### config.mk
export PLATFORM = sky130hd
export DESIGN_NAME = flashprog_seq
export DESIGN_NICKNAME = d
export VERILOG_FILES = /design/src/rtl/flashprog_pkg.sv /design/src/rtl/fp_timer.sv /design/src/rtl/fp_judge.sv /design/src/rtl/fp_pinmap.sv /design/src/rtl/flashprog_seq.sv
export SDC_FILE = /design/constraint.sdc
export NUM_CORES = 1
export LEC_CHECK = 0
export BUFFER_PORTS_ARGS = -buffer_cell sky130_fd_sc_hd__buf_2
export CAP_MARGIN = 20
export CORE_ASPECT_RATIO = 0.5
export CORE_MARGIN = 2
export CORE_UTILIZATION = 30
export DETAILED_ROUTE_END_ITERATION = 10
export SYNTH_ARGS = -nofsm -noshare
export SYNTH_HDL_FRONTEND = slang
export SYNTH_SLANG_ARGS = --single-unit
export TNS_END_PERCENT = 5
### constraint.sdc
create_clock -name clk -period 2.9 [get_ports clk]
set_clock_uncertainty 0.05 [all_clocks]
set_input_delay 0.145 -clock clk [delete_from_list [all_inputs] [get_ports clk]]
set_output_delay 0.145 -clock clk [all_outputs]
set_load 0.03 [all_outputs]
### src/rtl/flashprog_pkg.sv
package flashprog_pkg;

    typedef enum logic [3:0] {
        ST_IDLE,
        ST_VCC,
        ST_RST,
        ST_CLK,
        ST_ARM,
        ST_FETCH,
        ST_SETUP,
        ST_VPP,
        ST_STROBE,
        ST_WAIT,
        ST_CHECK,
        ST_OFF_CLK,
        ST_OFF_RST,
        ST_OFF_VCC
    } fp_state_e;

    typedef struct packed {
        logic       vcc;
        logic       rst;
        logic       clk_en;
        logic       psen;
        logic       ale;
        logic       ea;
        logic       vpp;
        logic       doe;
        logic [3:0] mode;
    } fp_pins_t;

    // mode bit order: {P2.6, P2.7, P3.6, P3.7}
    localparam logic [3:0] MODE_OFF   = 4'b0000;
    localparam logic [3:0] MODE_IDLE  = 4'b1111;
    localparam logic [3:0] MODE_WRITE = 4'b0111;
    localparam logic [3:0] MODE_READ  = 4'b0011;

    function automatic fp_pins_t pins_for(fp_state_e st, logic poll);
        fp_pins_t p;
        p = '0;
        p.mode = MODE_OFF;
        case (st)
            ST_VCC: p.vcc = 1'b1;
            ST_RST: begin
                p.vcc = 1'b1;
                p.rst = 1'b1;
            end
            ST_CLK: begin
                p.vcc    = 1'b1;
                p.rst    = 1'b1;
                p.clk_en = 1'b1;
            end
            ST_ARM, ST_FETCH, ST_SETUP, ST_VPP, ST_STROBE, ST_WAIT, ST_CHECK: begin
                p.vcc    = 1'b1;
                p.rst    = 1'b1;
                p.clk_en = 1'b1;
                p.ea     = 1'b1;
                p.ale    = (st != ST_STROBE);
                p.vpp    = (st == ST_VPP) || (st == ST_STROBE) ||
                           (st == ST_WAIT) || (st == ST_CHECK);
                if (st == ST_ARM || st == ST_FETCH) begin
                    p.mode = MODE_IDLE;
                end else if (st == ST_CHECK || (st == ST_WAIT && poll)) begin
                    p.mode = MODE_READ;
                end else begin
                    p.mode = MODE_WRITE;
                    p.doe  = 1'b1;
                end
            end
            ST_OFF_CLK: begin
                p.vcc  = 1'b1;
                p.rst  = 1'b1;
                p.ea   = 1'b1;
                p.ale  = 1'b1;
                p.mode = MODE_IDLE;
            end
            ST_OFF_RST: p.vcc = 1'b1;
            default: p = '0;
        endcase
        return p;
    endfunction

endpackage

### src/rtl/fp_timer.sv
module fp_timer #(
    parameter int W = 8
) (
    input  logic         clk,
    input  logic         rst,
    input  logic         load,
    input  logic [W-1:0] load_val,
    output logic         expired
);
    logic [W-1:0] cnt_q;

    always_ff @(posedge clk) begin
        if (rst) begin
            cnt_q <= '0;
        end else if (load) begin
            cnt_q <= load_val;
        end else if (cnt_q != '0) begin
            cnt_q <= cnt_q - 1'b1;
        end
    end

    assign expired = (cnt_q == '0);
endmodule

### src/rtl/fp_judge.sv
module fp_judge #(
    parameter int DATA_W = 8
) (
    input  logic              poll_sel,
    input  logic              rdy,
    input  logic              seen_busy,
    input  logic [DATA_W-1:0] din,
    input  logic [DATA_W-1:0] wdata,
    output logic              write_done,
    output logic              match
);
    localparam int MSB = DATA_W - 1;

    // polling: the target returns the inverted top bit until the write ends
    assign write_done = poll_sel ? (din[MSB] == wdata[MSB]) : (seen_busy && rdy);
    assign match      = (din == wdata);
endmodule

### src/rtl/fp_pinmap.sv
module fp_pinmap
    import flashprog_pkg::*;
(
    input  fp_state_e state,
    input  logic      poll_sel,
    output fp_pins_t  pins
);
    always_comb pins = pins_for(state, poll_sel);
endmodule

### src/rtl/flashprog_seq.sv
module flashprog_seq
    import flashprog_pkg::*;
#(
    parameter int ADDR_W      = 14,
    parameter int DATA_W      = 8,
    parameter int MAX_BYTES   = 12288,
    parameter int PWRUP_CYC   = 2_500_000,
    parameter int SETUP_CYC   = 4,
    parameter int STROBE_CYC  = 25,
    parameter int TIMEOUT_CYC = 1_000_000
) (
    input  logic              clk,
    input  logic              rst,
    input  logic              start,
    input  logic              poll_sel,
    input  logic              s_valid,
    input  logic [DATA_W-1:0] s_data,
    input  logic              s_last,
    output logic              s_ready,
    input  logic [DATA_W-1:0] tgt_din,
    input  logic              tgt_rdy,
    output logic              tgt_vcc_en,
    output logic              tgt_rst,
    output logic              tgt_clk_en,
    output logic              tgt_psen,
    output logic              tgt_ale_prog,
    output logic              tgt_ea,
    output logic              tgt_vpp_en,
    output logic [3:0]        tgt_mode,
    output logic [ADDR_W-1:0] tgt_addr,
    output logic [DATA_W-1:0] tgt_dout,
    output logic              tgt_doe,
    output logic              busy,
    output logic              done,
    output logic              err,
    output logic              err_timeout,
    output logic [ADDR_W-1:0] err_addr
);
    localparam int LONG_A  = (PWRUP_CYC > TIMEOUT_CYC) ? PWRUP_CYC : TIMEOUT_CYC;
    localparam int LONG_B  = (SETUP_CYC > STROBE_CYC) ? SETUP_CYC : STROBE_CYC;
    localparam int LONGEST = (LONG_A > LONG_B) ? LONG_A : LONG_B;
    localparam int TW      = $clog2(LONGEST + 1);
    localparam logic [ADDR_W-1:0] LAST_ADDR = ADDR_W'(MAX_BYTES - 1);

    fp_state_e         state_q, state_n;
    logic [ADDR_W-1:0] addr_q;
    logic [DATA_W-1:0] data_q;
    logic              last_q;
    logic              seen_busy_q;
    logic              err_q, err_to_q, done_q;
    logic [ADDR_W-1:0] err_addr_q;

    logic              take, bump, fail_to, fail_mis, final_byte;
    logic              tmr_load, tmr_exp;
    logic [TW-1:0]     tmr_val;
    logic              wr_done, rb_match;
    fp_pins_t          pins;

    assign final_byte = last_q || (addr_q == LAST_ADDR);

    always_comb begin
        state_n  = state_q;
        take     = 1'b0;
        bump     = 1'b0;
        fail_to  = 1'b0;
        fail_mis = 1'b0;
        case (state_q)
            ST_IDLE:    if (start) state_n = ST_VCC;
            ST_VCC:     state_n = ST_RST;
            ST_RST:     state_n = ST_CLK;
            ST_CLK:     if (tmr_exp) state_n = ST_ARM;
            ST_ARM:     state_n = ST_FETCH;
            ST_FETCH: begin
                if (s_valid) begin
                    take    = 1'b1;
                    state_n = ST_SETUP;
                end
            end
            ST_SETUP:   if (tmr_exp) state_n = ST_VPP;
            ST_VPP:     if (tmr_exp) state_n = ST_STROBE;
            ST_STROBE:  if (tmr_exp) state_n = ST_WAIT;
            ST_WAIT: begin
                if (wr_done) begin
                    state_n = ST_CHECK;
                end else if (tmr_exp) begin
                    fail_to = 1'b1;
                    state_n = ST_OFF_CLK;
                end
            end
            ST_CHECK: begin
                if (tmr_exp) begin
                    if (!rb_match) begin
                        fail_mis = 1'b1;
                        state_n  = ST_OFF_CLK;
                    end else if (final_byte) begin
                        state_n = ST_OFF_CLK;
                    end else begin
                        bump    = 1'b1;
                        state_n = ST_FETCH;
                    end
                end
            end
            ST_OFF_CLK: state_n = ST_OFF_RST;
            ST_OFF_RST: state_n = ST_OFF_VCC;
            ST_OFF_VCC: state_n = ST_IDLE;
            default:    state_n = ST_IDLE;
        endcase
    end

    // every timed state reloads its window on entry
    assign tmr_load = (state_n != state_q);
    always_comb begin
        case (state_n)
            ST_CLK:                      tmr_val = TW'(PWRUP_CYC - 1);
            ST_SETUP, ST_VPP, ST_CHECK:  tmr_val = TW'(SETUP_CYC - 1);
            ST_STROBE:                   tmr_val = TW'(STROBE_CYC - 1);
            ST_WAIT:                     tmr_val = TW'(TIMEOUT_CYC - 1);
            default:                     tmr_val = '0;
        endcase
    end

    fp_timer #(.W(TW)) u_timer (
        .clk      (clk),
        .rst      (rst),
        .load     (tmr_load),
        .load_val (tmr_val),
        .expired  (tmr_exp)
    );

    fp_judge #(.DATA_W(DATA_W)) u_judge (
        .poll_sel   (poll_sel),
        .rdy        (tgt_rdy),
        .seen_busy  (seen_busy_q),
        .din        (tgt_din),
        .wdata      (data_q),
        .write_done (wr_done),
        .match      (rb_match)
    );

    fp_pinmap u_pinmap (
        .state    (state_q),
        .poll_sel (poll_sel),
        .pins     (pins)
    );

    always_ff @(posedge clk) begin
        if (rst) begin
            state_q     <= ST_IDLE;
            addr_q      <= '0;
            data_q      <= '0;
            last_q      <= 1'b0;
            seen_busy_q <= 1'b0;
            err_q       <= 1'b0;
            err_to_q    <= 1'b0;
            err_addr_q  <= '0;
            done_q      <= 1'b0;
        end else begin
            state_q <= state_n;
            if (state_q == ST_IDLE && start) begin
                addr_q   <= '0;
                last_q   <= 1'b0;
                err_q    <= 1'b0;
                err_to_q <= 1'b0;
                done_q   <= 1'b0;
            end
            if (take) begin
                data_q <= s_data;
                last_q <= s_last;
            end
            if (bump) addr_q <= addr_q + 1'b1;
            if (fail_to || fail_mis) begin
                err_q      <= 1'b1;
                err_to_q   <= fail_to;
                err_addr_q <= addr_q;
            end
            if (state_q == ST_OFF_VCC) done_q <= 1'b1;
            if (state_q != ST_WAIT) seen_busy_q <= 1'b0;
            else if (!tgt_rdy)      seen_busy_q <= 1'b1;
        end
    end

    assign s_ready      = (state_q == ST_FETCH);
    assign tgt_vcc_en   = pins.vcc;
    assign tgt_rst      = pins.rst;
    assign tgt_clk_en   = pins.clk_en;
    assign tgt_psen     = pins.psen;
    assign tgt_ale_prog = pins.ale;
    assign tgt_ea       = pins.ea;
    assign tgt_vpp_en   = pins.vpp;
    assign tgt_mode     = pins.mode;
    assign tgt_doe      = pins.doe;
    assign tgt_addr     = addr_q;
    assign tgt_dout     = data_q;
    assign busy         = (state_q != ST_IDLE);
    assign done         = done_q;
    assign err          = err_q;
    assign err_timeout  = err_to_q;
    assign err_addr     = err_addr_q;
endmodule

Yosys cells after proc, flatten, opt, wreduce, memory -nomap -nowiden
Cells that the tools add are included.
W data, S select, Z words.
- add/subtract/negate cells: 2
- reductions and logical operators: 25
- mux-type cells: 45
- eq/ne operators: 25
- operator list (cell ; count):
    $pmux W22 S4 ; 1
    $pmux W4 S13 ; 1
    $mux W4 ; 12
    $mux W22 ; 2
    $eq A4 B4 Y1 const B ; 9
    $mux W14 ; 2
    $eq A4 B3 Y1 const B ; 6
    $mux W1 ; 23
    $logic_not A22 Y1 ; 1
    $reduce_bool A22 Y1 ; 1
    $sub A22 B1 Y22 const B ; 1
    $add A14 B1 Y14 const B ; 1
    $eq A14 B14 Y1 const B ; 1
    $eq A4 B2 Y1 const B ; 3
    $reduce_or A12 Y1 ; 1
    $reduce_bool A2 Y1 ; 5
    $reduce_or A10 Y1 ; 1
    $eq A8 B8 Y1 ; 1
    $ne A4 B4 Y1 const B ; 2
    $pmux W4 S2 ; 1
    $reduce_or A8 Y1 ; 1
    $logic_or A1 B1 Y1 ; 7
    $reduce_or A7 Y1 ; 1
    $eq A4 B1 Y1 const B ; 1
    10 further kinds ; 12
- register bits: 67
- word-level logic and storage cells: 107
- input bits: 23

Logic depth before layout (Yosys ltp)
- depth in word-level cells: 10
- depth in mapped cells: 12
- depth with buffers taken out: 10

Hierarchy
Synthesis repeated with hierarchy kept, for this count alone.
- cells, all modules: 437
- area total of the unflattened synthesis: 3691.0 um2
- by module, submodules not included (module ; area each (um2) ; cells an instance ; instances ; sequential area each (um2)):
    flashprog_seq ; 2210.9 ; 251 ; 1 ; 900.9
    fp_timer ; 1212.4 ; 146 ; 1 ; 440.4
    fp_pinmap ; 168.9 ; 26 ; 1 ; 0.0
    fp_judge ; 98.8 ; 14 ; 1 ; 0.0

Worst setup path before layout
Ideal clock, no wire load.
- path kind: flip-flop to flip-flop
- start point: register u_timer.cnt_q[0]
- end point: register u_timer.cnt_q[2]
- library setup time: 120 ps
- period minus slack after synthesis: 2668 ps
- cell stages (with the launch flop): 11
- data arrival time: 2498 ps
- slack: 232 ps
- required time: 2730 ps
- cells stage by stage: dfxtp_1 inv_1 ha_1 nor4b_1 and4_1 nand4_1 o311a_1 o211ai_1 and4b_1 buf_6 o31a_1
- word-level cells in the longest chain between the ends: 8
- ends and longest elaborated chain (what ; line ; text):
    from (decl) ; fp_timer.sv:10 ; logic [W-1:0] cnt_q;
    from (signal assigned) ; fp_timer.sv:16 ; cnt_q <= load_val;
    from (signal assigned) ; fp_timer.sv:18 ; cnt_q <= cnt_q - 1'b1;
    $logic_not A22 Y1 ; fp_timer.sv:22 ; assign expired = (cnt_q == '0);
    $mux W4 ; flashprog_seq.sv:85 ; end else if (tmr_exp) begin
    $mux W4 ; flashprog_seq.sv:83 ; if (wr_done) begin
    $pmux W4 S13 ; flashprog_seq.sv:67 ; case (state_q)
    $eq A4 B3 Y1 / $eq A4 B4 Y1 (equally long branches) ; flashprog_seq.sv:113 ; case (state_n)
    $reduce_or A3 Y1 ; flashprog_seq.sv:113 ;
    $pmux W22 S4 ; flashprog_seq.sv:113 ;
    $mux W22 ; fp_timer.sv:15 ; end else if (load) begin
Several ways; a longest one is shown, not always the timed one. The select of a mux whose other input is x is not followed.
A chain may end at the register's enable or synchronous reset.

Final worst setup path
- start point: register u_timer.cnt_q[0]
- end point: register u_timer.cnt_q[18]
The elaborated chain is that of the path after synthesis.

==> impl_metrics.json <==
{
  "place.gp.congestion": 0.9248,
  "setup_viol": 0,
  "ys_types": 61,
  "synth_top_area_share_pct": 37.51,
  "totalWireLength_um": 9977,
  "io_pins": 76,
  "rrSetupSlack_ns": 0.06,
  "instances_no_fill": 708,
  "portBuffers": 74,
  "nets": 563,
  "die_y_um": 81.20,
  "vias": 3470,
  "fin_crit_sh_pct": 97.77,
  "power.density_nw_per_um2": 933.8,
  "final_area_um2": 4733,
  "cap_violations": 0,
  "synth_edf_count": 0,
  "syn_nets": 458,
  "clockBufferDepth": 2,
  "utilization_pct": 40.33,
  "max_slew_margin_pct": 55.47,
  "yosys-top-cells-count": "nor2_1, dfxtp_1, nand2_1",
  "synthArstFlopShare_pct": 0,
  "cts_tree": "yes",
  "drt-wirelength-per-cell_um": 14.09,
  "yosys-top-cells-area": "dfxtp_1, nor2_1, mux2i_1",
  "overflow": 0,
  "syn_area_per_cell_um2": 8.258,
  "layout-drive-gt1-share_pct": 27.07,
  "end_kind": "flop",
  "root_buffer": "clkbuf_16",
  "grt.total_usage_pct": 15.64,
  "die-area_um2": 12860,
  "dp_hpwl_um": 7063,
  "ys_ff_latch": 67,
  "required_ns": 3.07,
  "yosys.area.top_type": "dfxtp_1",
  "ant_nets": 0,
  "grt_pass1_vias": 3092,
  "drtIter0Drc": 201,
  "ir_worst_vdd_v": 0.0003841,
  "worst_pin_slew_ns": 0.6680,
  "areaGrowthSynthToFinish_pct": 32.37,
  "path_class": "flop to flop",
  "drv_slew": 0,
  "timing.fmax_ghz": 0.3527,
  "hold_violations": 0,
  "antenna_found_initial": 0,
  "drc": 0,
  "place_area_um2": 4337,
  "core-area_um2": 11740,
  "synth_flop_cell": "dfxtp_1",
  "initial_utilization_pct": 30.47,
  "grt_pass1_wl_um": 15630,
  "clk_pin_slew_worst_paths_ns": 0.06,
  "grt_max_degree": 32,
  "syn_inst": 433,
  "dp.cells": 685,
  "clkSinkCount": 67,
  "p_leak_nw": 2.186,
  "worst_ep_arrival_time_ns": 3.01,
  "finalCriticalPeriod_ns": 2.835,
  "via_per_inst": 4.901,
  "synth-seq-area-share_pct": 37.51,
  "status": "finished, final reports clean",
  "crit_path_start_kind": "flop",
  "min_path_type": "input pin to flop",
  "num_rows": 28,
  "synthesis.area_um2": 3576,
  "clk_latency_ns": 0.34,
  "diodes": 0,
  "h-tree-depth": 3,
  "cts_made_buffers": 9,
  "die_x_um": 158.4,
  "dr.pass1.iters": 6,
  "post_cts_buffers": 0,
  "ys_warn_count": 0,
  "post-synth-top-count-cell": "nor2_1",
  "crit_fanout": 8
}
==> layout by cell type (no fill, tap or decap), types with 16 or more instances in the layout <==
master   count
nand2_1     29
dfxtp_1     66
buf_2       74
nor3_1      19
mux2i_1     22
nand3_1     16
nor2_1      67
xor2_1      17
buf_4       35
a21oi_1     25
==> worst paths after layout <==
path | depth (start not counted) | end | startpoint
worst min-delay path | 3 | tgt_dout[4] | s_data[4]
worst min register to register | 2 | err | err
worst max register to register | 12 | u_timer.cnt_q[18] | u_timer.cnt_q[0]
worst max-delay path | 12 | u_timer.cnt_q[18] | u_timer.cnt_q[0]
==> stage by stage <==
stage | hold WS, ns | setup TNS, ns | worst slack [ns] | power (mW)
after floorplan | 0.2142 | 0 | 0.2321 | 2.621
after global placement | 0.3204 | 0 | 0.09012 | 3.293
after detailed placement | 0.3248 | 0 | 0.03777 | 3.287
after CTS | 0.004231 | 0 | 0.008886 | 4.312
after global routing | 0.006154 | -0.01616 | -0.008554 | 4.710
final | 0.003630 | 0 | 0.06462 | 4.420
==> power by group <==
group	internal [mW]	leakage, nW	switching (mW)
registers	1.04	0.543	0.150
clock network	0.574	0.135	0.418
logic	1.01	1.51	1.23
total	2.63	2.19	1.79
==> cell type report <==
type	count	area, µm²
fillers	1206	7003
inverters	8	30.03
repair buffers	120	765.7
flip-flops and latches	67	1343
clock inverters	7	45.04
clock buffers	9	225.2
well taps	165	206.4
multi-input cells	332	2118
==> logic make-up after synthesis <==
kind of cell	Yosys count	share of synthesized area, %
xor gates and xnor gates	32	7.838
other	1	0.1049
AOI/OAI and AO/OA	87	16.03
adders and majority gates	2	0.6997
and+or+nand+nor	185	25.96
DFF	67	37.51
muxes	25	7.103
buffers and inverters	34	4.758
==> flip-flops by register name, indices dropped and copies added, names as in the netlist <==
signal / cells
u_timer.cnt_q: 22
err_addr: 14
tgt_addr: 14
tgt_dout: 8
state_q: 4
done: 1
err: 1
err_timeout: 1
last_q: 1
seen_busy_q: 1
==> per-layer routing <==
layer  vias to the layer above  track usage (%)  share of wire [%]
met5                         -                0                  0
met4                         0            6.126                1.9
met3                        18            3.469                4.3
met2                        89            25.52                 46
met1                      1621            20.32                 47
li1                       1742                -                  -
==> worst max-delay path: stages, from the launching register on <==
cell      delay [ns]
dfxtp_1         0.32
inv_1           0.04
ha_1            0.20
nor4b_2         0.16
buf_4           0.14
and4_1          0.17
buf_4           0.15
a211oi_4        0.24
o22ai_2         0.13
or3_4           0.43
and4b_1         0.23
buf_4           0.17
o31a_1          0.29
==> timing repair <==
action	in CTS	in global routing
resized for setup	0	11
hold endpoints to repair	7	0
endpoints found under the setup margin	0	8
hold buffers	7	0
Power figures use the tool's default switching activity.
